--- config.mk ---
export PLATFORM = sky130hd
export DESIGN_NAME = tmr_fb_counter
export DESIGN_NICKNAME = d
export VERILOG_FILES = /design/src/rtl/tmr_fb_pkg.sv /design/src/rtl/tmr_maj_voter.sv /design/src/rtl/tmr_count_lane.sv /design/src/rtl/tmr_lock_lane.sv /design/src/rtl/tmr_fb_counter.sv
export SDC_FILE = /design/constraint.sdc
export NUM_CORES = 1
export LEC_CHECK = 0
export ABC_AREA = 0
export BUFFER_PORTS_ARGS = -buffer_cell sky130_fd_sc_hd__buf_2
export CORE_ASPECT_RATIO = 1.5
export CORE_MARGIN = 3
export CORE_UTILIZATION = 45
export DETAILED_ROUTE_END_ITERATION = 6
export PLACE_DENSITY = 0.66
export SYNTH_ARGS = -nofsm -noshare
export SYNTH_HDL_FRONTEND = slang
export SYNTH_SLANG_ARGS = --single-unit
--- constraint.sdc ---
create_clock -name clk -period 2.65 [get_ports clk]
set_clock_uncertainty 0.1 [all_clocks]
set_input_delay 0.3975 -clock clk [delete_from_list [all_inputs] [get_ports clk]]
set_output_delay 0.3975 -clock clk [all_outputs]
set_load 0.01 [all_outputs]
--- src/rtl/tmr_fb_pkg.sv ---
package tmr_fb_pkg;

  localparam int NCOPY = 3;

  typedef logic [NCOPY-1:0] copy_vec_t;

  function automatic logic majority3(input logic a, input logic b, input logic c);
    return (a & b) | (a & c) | (b & c);
  endfunction

endpackage

--- src/rtl/tmr_maj_voter.sv ---
module tmr_maj_voter #(
  parameter int W = 8
) (
  input  logic [W-1:0] in_a,
  input  logic [W-1:0] in_b,
  input  logic [W-1:0] in_c,
  output logic [W-1:0] voted
);
  // Bitwise two-of-three vote.
  for (genvar b = 0; b < W; b++) begin : g_bit
    assign voted[b] = tmr_fb_pkg::majority3(in_a[b], in_b[b], in_c[b]);
  end
endmodule

--- src/rtl/tmr_count_lane.sv ---
module tmr_count_lane #(
  parameter int W     = 8,
  parameter int LIMIT = 200
) (
  input  logic         clk,
  input  logic         rst,
  input  logic         en,
  input  logic         lock_v,
  input  logic [W-1:0] vote,
  input  logic         inj_strobe,
  input  logic         inj_hold,
  input  logic [W-1:0] inj_mask,
  output logic [W-1:0] state_q
);
  localparam logic [W-1:0] LAST = W'(LIMIT - 1);

  logic [W-1:0] hold_mask_q;
  logic [W-1:0] flip;
  logic [W-1:0] next_val;

  // Next value is always derived from this lane's voted view, never from state_q.
  always_comb begin
    if (en && lock_v) next_val = (vote >= LAST) ? '0 : vote + W'(1);
    else              next_val = vote;
  end

  // A strobe applies the mask now; hold reapplies the captured mask each edge.
  always_comb begin
    if (inj_strobe)    flip = inj_mask;
    else if (inj_hold) flip = hold_mask_q;
    else               flip = '0;
  end

  always_ff @(posedge clk) begin
    if (rst) begin
      state_q     <= '0;
      hold_mask_q <= '0;
    end else begin
      state_q     <= next_val ^ flip;
      hold_mask_q <= inj_hold ? flip : '0;
    end
  end
endmodule

--- src/rtl/tmr_lock_lane.sv ---
module tmr_lock_lane (
  input  logic                  clk,
  input  logic                  rst,
  input  logic                  raw,
  input  tmr_fb_pkg::copy_vec_t seen_all,
  input  logic                  seen_vote,
  output logic                  seen_q,
  output logic                  lock_q
);
  always_ff @(posedge clk) begin
    if (rst) begin
      seen_q <= 1'b0;
      lock_q <= 1'b0;
    end else begin
      seen_q <= raw;
      // Unanimity to enter lock, majority to stay in it.
      lock_q <= lock_q ? seen_vote : (&seen_all);
    end
  end
endmodule

--- src/rtl/tmr_fb_counter.sv ---
module tmr_fb_counter #(
  parameter int W     = 8,
  parameter int LIMIT = 200
) (
  input  logic         clk,
  input  logic         rst,
  input  logic         en,
  input  logic [2:0]   lock_raw,
  input  logic [2:0]   inj_strobe,
  input  logic [2:0]   inj_hold,
  input  logic [W-1:0] inj_mask,
  output logic [W-1:0] count_o,
  output logic         locked_o,
  output logic [2:0]   mismatch_o
);
  localparam int NC = tmr_fb_pkg::NCOPY;

  logic [W-1:0]          cnt_q [NC];
  logic [W-1:0]          cnt_vote [NC];
  tmr_fb_pkg::copy_vec_t seen_q;
  tmr_fb_pkg::copy_vec_t lock_q;
  tmr_fb_pkg::copy_vec_t seen_vote;
  tmr_fb_pkg::copy_vec_t lock_vote;

  for (genvar k = 0; k < NC; k++) begin : g_copy
    // Private voters for this copy's feedback paths.
    tmr_maj_voter #(.W(W)) u_cnt_vote (
      .in_a(cnt_q[0]), .in_b(cnt_q[1]), .in_c(cnt_q[2]), .voted(cnt_vote[k])
    );
    tmr_maj_voter #(.W(1)) u_seen_vote (
      .in_a(seen_q[0]), .in_b(seen_q[1]), .in_c(seen_q[2]), .voted(seen_vote[k])
    );
    tmr_maj_voter #(.W(1)) u_lock_vote (
      .in_a(lock_q[0]), .in_b(lock_q[1]), .in_c(lock_q[2]), .voted(lock_vote[k])
    );

    tmr_lock_lane u_lock (
      .clk       (clk),
      .rst       (rst),
      .raw       (lock_raw[k]),
      .seen_all  (seen_q),
      .seen_vote (seen_vote[k]),
      .seen_q    (seen_q[k]),
      .lock_q    (lock_q[k])
    );

    tmr_count_lane #(.W(W), .LIMIT(LIMIT)) u_cnt (
      .clk        (clk),
      .rst        (rst),
      .en         (en),
      .lock_v     (lock_vote[k]),
      .vote       (cnt_vote[k]),
      .inj_strobe (inj_strobe[k]),
      .inj_hold   (inj_hold[k]),
      .inj_mask   (inj_mask),
      .state_q    (cnt_q[k])
    );
  end

  // Output voters, fed straight from the copy registers.
  tmr_maj_voter #(.W(W)) u_out_cnt (
    .in_a(cnt_q[0]), .in_b(cnt_q[1]), .in_c(cnt_q[2]), .voted(count_o)
  );
  tmr_maj_voter #(.W(1)) u_out_lock (
    .in_a(lock_q[0]), .in_b(lock_q[1]), .in_c(lock_q[2]), .voted(locked_o)
  );

  for (genvar k = 0; k < NC; k++) begin : g_flag
    assign mismatch_o[k] = (cnt_q[k] != count_o);
  end
endmodule

After elaboration in Yosys (flattened, before gate mapping)

Cells that the tools add are included.

Add/subtract/negate cells: 1
$lt $le $gt $ge: 1
Equality and inequality tests: 3
Multiplexer cells: 11
Bitwise logic cells: 56
Reduce and logical (&&, ||, !) cells: 5

Operators by type and width:

| cell                                                          | number |
|---|---|
| 8-bit 2-to-1 mux                                              | 8 |
| 1-bit AND                                                     | 30 |
| 8-bit != test                                                 | 3 |
| 8-bit bitwise XOR                                             | 3 |
| 1-bit OR                                                      | 20 |
| 8-bit by 1-bit adder with 8-bit output, second input constant | 1 |
| 8-bit >= comparator, second input constant                    | 1 |
| 2-bit OR reduction                                            | 3 |
| 1-bit 2-to-1 mux                                              | 3 |
| 1-bit inverter                                                | 3 |
| 3-bit AND reduction                                           | 1 |
| 1-bit logical AND                                             | 1 |

Bits in registers: 54
Input bits: 20

Logic depth before layout (Yosys ltp)

Gate-level depths: netlist of the first run.

Word-level depth: 7
Gate-level depth with buffers: 9
Depth with buffers taken out: 7

By module

From an unflattened synthesis of the first run, not the netlist that was laid out.

Cells, all modules: 381
Area total of the unflattened synthesis: 3472.1 um2

By module, submodules not included:

| module                                     | times used | cells each | area each (um2) | sequential area each (um2) |
|---|---|---|---|---|
| tmr_count_lane                             | 3          | 97         | 860.8           | 320.3 |
| tmr_maj_voter at g_copy[0].u_cnt_vote ...  | 4          | 8          | 90.1            | 0.0 |
| tmr_fb_counter                             | 1          | 33         | 259.0           | 0.0 |
| tmr_lock_lane                              | 3          | 6          | 63.8            | 40.0 |
| tmr_maj_voter at g_copy[0].u_lock_vote ... | 7          | 1          | 11.3            | 0.0 |

Worst setup path before layout of the first run

OpenSTA, ideal clock, no wires.

Kind: reg-to-reg
From: register g_copy[0].u_cnt.state_q[0]
To: register g_copy[2].u_cnt.state_q[6]
Arrival time: 2.174 ns
Data required time: 2.418 ns
Path slack: 0.244 ns
Cell stages (with the launch flop): 9
Buffers on the path: 2
Period minus slack after synthesis: 2.406 ns
Cells stage by stage: dfxtp_1 > maj3_1 > ha_1 > a2111oi_4 > nor2_2 > buf_6 > buf_6 > nor4_1 > nor3_1

Word-level cells in the longest chain between the ends: 7
Elaborated cells between the ends (all ways): 9
Those cells by class: add/sub: 1; order compare: 1; mux: 2; bitwise: 5

Ends and longest elaborated chain:

| element                                                                       | RTL line             | RTL |
|---|---|---|
| start, declared                                                               | tmr_count_lane.sv:13 | `output logic [W-1:0] state_q` |
| start signal, assigned                                                        | tmr_count_lane.sv:39 | `state_q <= next_val ^ flip;` |
| 1-bit AND                                                                     | -                    |  |
| 1-bit OR (*) (2 in series)                                                    | -                    |  |
| named net count_o[0]                                                          | tmr_fb_counter.sv:12 | `output logic [W-1:0] count_o,` |
| 8-bit by 1-bit adder with 8-bit output or 8-bit >= comparator (tied branches) | tmr_count_lane.sv:23 | `if (en && lock_v) next_val = (vote >= LAST) ? '0 : vote + W'(1);` |
| 8-bit 2-to-1 mux (*) (2 in series)                                            | tmr_count_lane.sv:23 |  |
| 8-bit bitwise XOR (*)                                                         | tmr_count_lane.sv:39 |  |
| end signal, assigned                                                          | tmr_count_lane.sv:39 |  |
| end, declared                                                                 | tmr_count_lane.sv:13 |  |

The timed path passes the listed nets; every way through them passes the cells marked *.
A chain may end at the register's enable or synchronous reset.

Worst setup path in the final report of the first run

From: register g_copy[0].u_cnt.state_q[0]
To: register g_copy[2].u_cnt.state_q[5]

Word-level cells in the longest chain between the ends: 7
Elaborated cells between the ends (all ways): 9
Those cells by class: add/sub: 1; order compare: 1; mux: 2; bitwise: 5

Ends and longest elaborated chain:

| element                                                                       | RTL line             | RTL |
|---|---|---|
| 1-bit AND                                                                     | tmr_fb_pkg.sv:8      | `return (a & b) \| (a & c) \| (b & c);` |
| 1-bit OR (*) (2 in series)                                                    | tmr_fb_pkg.sv:8      |  |
| 8-bit by 1-bit adder with 8-bit output or 8-bit >= comparator (tied branches) | tmr_count_lane.sv:23 |  |
| 8-bit 2-to-1 mux (*) (2 in series)                                            | tmr_count_lane.sv:23 |  |
| 8-bit bitwise XOR (*)                                                         | tmr_count_lane.sv:39 |  |

Mark *: on every way between the ends. The rest lies on a longest branch, timed or not.

==> reports/metrics.cfg, run 1 <==
[global_route]
busiest_layer = met2
met2_usage = 0.333
antenna_found_initial = 0
grt.total_usage = 0.198
grt_use_met1 = 0.261
grt_pass1_vias = 2187
overflow = 0
grt_max_degree = 31
use_met3 = 0.0237
grt_pass1_wl_um = 10400

[logic_synthesis]
ys_types = 41
synth_top_family_by_area = compound AO/OA/AOI/OAI gates
ys_ff_latch = 54
synth-compound-area-share = 0.228
yosysSeqAreaShare = 0.413
avgSynthCellArea_um2 = 8.64
synth_fa_ha_area_frac = 0.0416
synth.mux.area_fraction = 0
synth-xor-area-share = 0.0535
synth_fp_nets = 324
syn_inst = 303
synth-simple-area-share = 0.228
netlist_area_um2 = 2620
ys.warnings.count = 0

[cells_and_area]
final_cell_mix = dfxtp_1 (54), nor2_1 (44), buf_2 (31), a22oi_1 (21), nand2_1 (17)
num-fill-cells = 555
layout_commonest_cell = dfxtp_1
num_antenna_cells = 0
area_growth_pct = 12.4
drive_gt1_frac = 0.159
utilization = 0.532
fin_nets = 354
seqCellArea_um2 = 1080
multi_input_area_um2 = 1440

[route]
firstDrtPassIters = 4
drtIter0Drc = 143
wire_per_inst_um = 15.2
viasPerCell = 5.75
route.detailed.drc = 0
drtAntennaViolNets = 0
wl_um = 6130
dr_total_vias = 2322

[timing]
worst_pin_slew_ns = 0.675
drv_slew = 0
fin_tns_setup_ns = 0
min_period_ns = 2.46
relSlewSlack = 0.547
fmax_ghz = 0.406
rsz0062_at_grt = false
final_hold_viol_count = 0
setup_violations = 0
post-route-period-util = 0.929

[clock_network]
clock_sinks = 54
htree_levels = 2
clk_pin_slew_ns = 0.10
cts-buffers-inserted = 5
worstSkewPairLatency_ns = 0.30
postCtsSetupBuffers = 0
clk_path_buf_depth = 2
cts_tree = yes
root_buffer = clkbuf_8
cts_resized = 0
cts_hold_buf = 0

[floorplanning]
die_area_um2 = 6790
num_rows = 33
ios = 32
core-area_um2 = 5530
initial_core_util = 0.473
die_w_um = 68.3
die_y_um = 99.4

[place]
hpwl_um = 4830
port-buffer-count = 31
place_congestion = 0.779

[power]
p_leak_nw = 1.13
powerDensity_nw_per_um2 = 570
ir_worst_vdd_mv = 0.390

[worst_setup_path]
path_cells = maj3_1 -> ha_1 -> a2111oi_4 -> nor2_2 -> buf_4 -> o31a_1 -> nor3_1
r2r_slack_ns = 0.19
startpoint_type = flop
reg2regPathDepth = 7
rr_startpoint = g_copy[0].u_cnt.state_q[0]
crit_required_ns = 2.78
criticalPathCategory = flop to flop
critPathCaptureType = flop
critPathMaxStageDelay_ns = 0.40
reg2reg_to = g_copy[2].u_cnt.state_q[5]
cpMaxStageDelayCell = maj3_1
path_max_fanout = 12
worstPathArrival_ns = 2.59

[run_status]
status = complete, no violations

[hold_path]
min_path_cells = 2
hp-start = lock_raw[0]
hp-class = input pin to flop
whs_endpoint = g_copy[0].u_lock.seen_q

[run]
cap_violations = 0

-- through the flow --
stage	instance area (um2)	hold slack, ns	total power, W	std cells	setup WS, ns
CTS	2940	0.188	0.00169	403	0.200
finish	2940	0.195	0.00168	404	0.188
global placement	2830	0.348	0.00116	395	0.281
global route	2940	0.211	0.00176	404	0.00276
detailed placement	2830	0.352	0.00116	395	0.235
floorplan	2620	0.338	0.00108	303	0.244
-- sequential cells by signal, indices dropped and copies added, names as in the netlist --
signal / count
g_copy.u_lock.seen_q: 3
g_copy.u_cnt.hold_mask_q: 24
g_copy.u_lock.lock_q: 3
g_copy.u_cnt.state_q: 24
-- layout make-up --
type / count / area share
clock buffer: 5 / 0.0234
clock inverter: 3 / 0.0136
inverter: 4 / 0.00510
multi-input combinational: 230 / 0.490
sequential: 54 / 0.367
tap: 70 / 0.0297
timing repair buffer: 38 / 0.0705
-- where the power goes --
part | internal (W) | total [W] | switching (W)
Combinational | 0.000116 | 0.000258 | 0.000142
Sequential | 0.000849 | 0.000885 | 0.0000360
Clock | 0.000278 | 0.000534 | 0.000255
Total | 0.00124 | 0.00168 | 0.000434
-- Yosys cell counts, drive strengths merged --
cell type | instances | area share
o221ai | 2 | 0.0067
buf | 7 | 0.019
nand2 | 17 | 0.024
a31o | 1 | 0.0033
clkbuf | 8 | 0.011
and2 | 2 | 0.0048
xor2 | 3 | 0.010
or3 | 1 | 0.0024
a41oi | 1 | 0.0033
o31a | 13 | 0.043
inv | 4 | 0.0057
and3 | 2 | 0.0048
ha | 1 | 0.0048
nor3b | 2 | 0.0057
a31oi | 2 | 0.0048
nand4 | 7 | 0.017
a2111oi | 1 | 0.011
and4 | 3 | 0.010
xnor2 | 13 | 0.043
o211ai | 2 | 0.0057
o21a | 3 | 0.0086
nor2b | 8 | 0.019
nor4 | 13 | 0.031
a21o | 6 | 0.017
nor2 | 45 | 0.065
dfxtp | 54 | 0.41
maj3 | 9 | 0.037
a221oi | 4 | 0.013
nand3 | 3 | 0.0057
o21ai | 9 | 0.017
nand2b | 3 | 0.0072
o22ai | 3 | 0.0072
a21oi | 14 | 0.027
nor3 | 16 | 0.031
a22oi | 21 | 0.060
-- layer usage --
metal / share of wire / vias to the layer above
met5: 0 / -
met1: 0.44 / 1056
met2: 0.50 / 71
met3: 0.044 / 6
met4: 0.012 / 0
li1: - / 1189
-- how the worst max path moves through the flow --
stage	slack (ns)	start	end
floorplan	0.24	g_copy[0].u_cnt.state_q[0]	g_copy[2].u_cnt.state_q[6]
global placement	0.28	g_copy[0].u_cnt.state_q[0]	g_copy[1].u_cnt.state_q[5]
detailed placement	0.23	g_copy[0].u_cnt.state_q[0]	g_copy[1].u_cnt.state_q[5]
CTS	0.20	g_copy[0].u_cnt.state_q[0]	g_copy[1].u_cnt.state_q[5]
global route	0.003	g_copy[0].u_cnt.state_q[0]	g_copy[1].u_cnt.state_q[3]
finish	0.19	g_copy[0].u_cnt.state_q[0]	g_copy[2].u_cnt.state_q[5]
-- cells by family (layout without fill, tap and decap cells) --
group	Yosys count	in the layout
DFF	54	54
AOI/OAI and AO/OA	82	82
adders and majority gates	10	10
buffers and inverters	19	50
xor gates and xnor gates	16	16
and+or+nand+nor	122	122
-- critical path, delay by kind of cell, from the launching register on --
family / cells / cell delay (ns)
AO/OA/AOI/OAI: 2 / 0.69
adder cells (fa/ha/maj): 2 / 0.66
flip-flops: 1 / 0.37
AND/OR/NAND/NOR: 2 / 0.34
buffers and inverters: 1 / 0.21
Note: power is estimated with default switching activity, not from simulation.
==> run 2, diff against run 1 <==
--- a/config.mk
+++ b/config.mk
@@ -5,7 +5,7 @@
 export SDC_FILE = /design/constraint.sdc
 export NUM_CORES = 1
 export LEC_CHECK = 0
-export ABC_AREA = 0
+export ABC_AREA = 1
 export BUFFER_PORTS_ARGS = -buffer_cell sky130_fd_sc_hd__buf_2
 export CORE_ASPECT_RATIO = 1.5
 export CORE_MARGIN = 3
@@ -15,3 +15,4 @@
 export SYNTH_ARGS = -nofsm -noshare
 export SYNTH_HDL_FRONTEND = slang
 export SYNTH_SLANG_ARGS = --single-unit
+export TNS_END_PERCENT = 5
==> run 2 against run 1 <==
Compared with the run above:
- worst hold slack worse by 0.0077 ns
- final cell count up 16%
- worst setup slack better by 0.23 ns
- wire length down 7.7%
- highest routed layer unchanged
- non-clock buffer count down 6
- synthesized area up 1.7%
- sequential share of layout area up 0.078 points
- critical path depth down 1
- power down 7.7%
- clock power down 21%
- first-iteration DRC count down 27%
- sequential cell count unchanged
==> reports/metrics.cfg, run 2 <==
[global_route]
grt_pass1_vias = 2054
antenna_found_initial = 0
grt.total_usage = 0.179
grt_pass1_wl_um = 9480
overflow = 0
grt_max_degree = 19

[floorplanning]
die_y_um = 100
die_w_um = 68.8
ios = 32
core-area_um2 = 5620
initial_core_util = 0.474
die_area_um2 = 6890
num_rows = 33

[logic_synthesis]
yosysMostFrequentCell = nand2_1
avgSynthCellArea_um2 = 7.25
netlist_area_um2 = 2660
synthTopCellsByArea = dfxtp_1 (41%), nand2_1 (12%), nor2_1 (11%), a22oi_1 (6.8%), inv_1 (5.6%)
synthArstFlopShare = 0
synth_top_area_frac = 0.406
synthFlopType = dfxtp_1
synth.top_cells.by_count = nand2_1 (83), nor2_1 (75), dfxtp_1 (54), inv_1 (40), a22oi_1 (24)
yosysTopAreaCell = dfxtp_1
yosysSeqAreaShare = 0.406
synth_edf_count = 0
ys_types = 31
synth_fp_nets = 388
ys.warnings.count = 0
syn_inst = 367
ys_ff_latch = 54

[worst_setup_path]
criticalPathCategory = flop to output pin
critPathMaxStageDelay_ns = 0.34
crit_family = compound AO/OA/AOI/OAI gates
cpMaxStageDelayCell = dfxtp_1
path_max_fanout = 5
worstPathArrival_ns = 1.73
startpoint_type = flop
path_cells = o21ai_0 -> o21ai_2 -> xor2_1 -> nor3_1 -> nand2_1 -> buf_2
critPathCaptureType = output pin
crit_required_ns = 2.15
critPathBufInv = 1

[cells_and_area]
layout_commonest_cell = nand2_1
fin_nets = 420
stdcell_area_um2 = 2940
num-fill-cells = 616
final_cell_mix = nand2_1 (83), nor2_1 (75), dfxtp_1 (54), inv_1 (40), buf_2 (31)
final_cells = 469
reg_top3 = g_copy.u_cnt.hold_mask_q: 24 flops, g_copy.u_cnt.state_q: 24 flops
area_growth_pct = 10.3
num_antenna_cells = 0
drive_gt1_frac = 0.130

[place]
post-place-ws_ns = 0.602
hpwl_um = 4530
place_congestion = 0.865
place_area_um2 = 2860
port-buffer-count = 31
place_inst = 462

[clock_network]
root_buffer = clkbuf_8
cts_hold_buf = 0
htree_levels = 2
cts_resized = 0
worstSkewPairLatency_ns = 0.30
cts_tree = yes
clk_pin_slew_ns = 0.09
clock_sinks = 54
postCtsSetupBuffers = 0
cts-buffers-inserted = 5
clk_path_buf_depth = 2

[hold_path]
hp-class = input pin to flop

[route]
firstDrtPassIters = 4
drtAntennaViolNets = 0
dr_total_vias = 2336
viasPerCell = 4.98
wl_um = 5660
drtIter0Drc = 105
route.detailed.drc = 0
wire_per_inst_um = 12.1

[run]
cap_violations = 0

[power]
ir_worst_vdd_mv = 0.388
p_leak_nw = 1.46
powerDensity_nw_per_um2 = 527

[timing]
final.setup.worst_slack_ns = 0.419
post-route-period-util = 0.842
setup_violations = 0
fin_tns_setup_ns = 0
worst_hold_slack_ns = 0.187
min_period_ns = 2.23
worst_pin_slew_ns = 0.475
relSlewSlack = 0.681
fmax_ghz = 0.448
drv_slew = 0
rsz0062_at_grt = false
final_hold_viol_count = 0

[run_status]
status = complete, no violations

-- run 2: power by group --
part	leakage [nW]	internal, W	switching [W]
Clock	0.0383	0.000183	0.000240
Sequential	0.442	0.000849	0.0000247
Combinational	0.977	0.0000968	0.000156
-- run 2: layout make-up --
type	instances	area, um2	area share
timing repair buffer	32	163	0.0554
multi-input combinational	266	1380	0.470
tap	70	87.6	0.0298
inverter	40	150	0.0511
clock buffer	7	76.3	0.0260
sequential	54	1080	0.368
-- run 2: metrics by stage --
stage | power [W] | utilization
after CTS | 0.00156 | 0.523
after global routing | 0.00163 | 0.523
after floorplan | 0.00107 | -
after detailed placement | 0.00115 | 0.510
final | 0.00155 | 0.523
after global placement | 0.00114 | 0.510
-- run 2: path summary, 6_finish.rpt --
check	start	end	slack, ns	cells past startpoint
setup / recovery	g_copy[2].u_cnt.state_q[7]	mismatch_o[2]	0.42	6
hold / removal	rst	g_copy[2].u_lock.seen_q	0.19	2
setup reg to reg	g_copy[1].u_cnt.state_q[0]	g_copy[1].u_cnt.state_q[2]	0.59	9
hold reg to reg	g_copy[1].u_lock.lock_q	g_copy[1].u_lock.lock_q	0.36	1
-- run 2: layer usage --
| metal | GRT usage | part of all wire |
|---|---|---|
| met1 | 0.229 | 0.45 |
| met2 | 0.297 | 0.50 |
| met3 | 0.0246 | 0.038 |
| met4 | 0.0691 | 0.016 |
| met5 | 0 | 0 |
-- run 2: kinds of logic after synthesis --
group           count (synthesis)  share of synthesized area
compound gates                 61                      0.154
buf+inv                        47                     0.0757
simple gates                  187                      0.304
fa+ha+maj                       1                    0.00470
flops                          54                      0.406
xor+xnor                       17                     0.0559
-- run 2: worst reg2reg max path: cells and delay by family, from the launching register on --
kind | cells | cell delay [ns]
compound gates | 2 | 0.50
fa+ha+maj | 1 | 0.22
buf+inv | 1 | 0.10
simple gates | 5 | 0.68
flops | 1 | 0.36
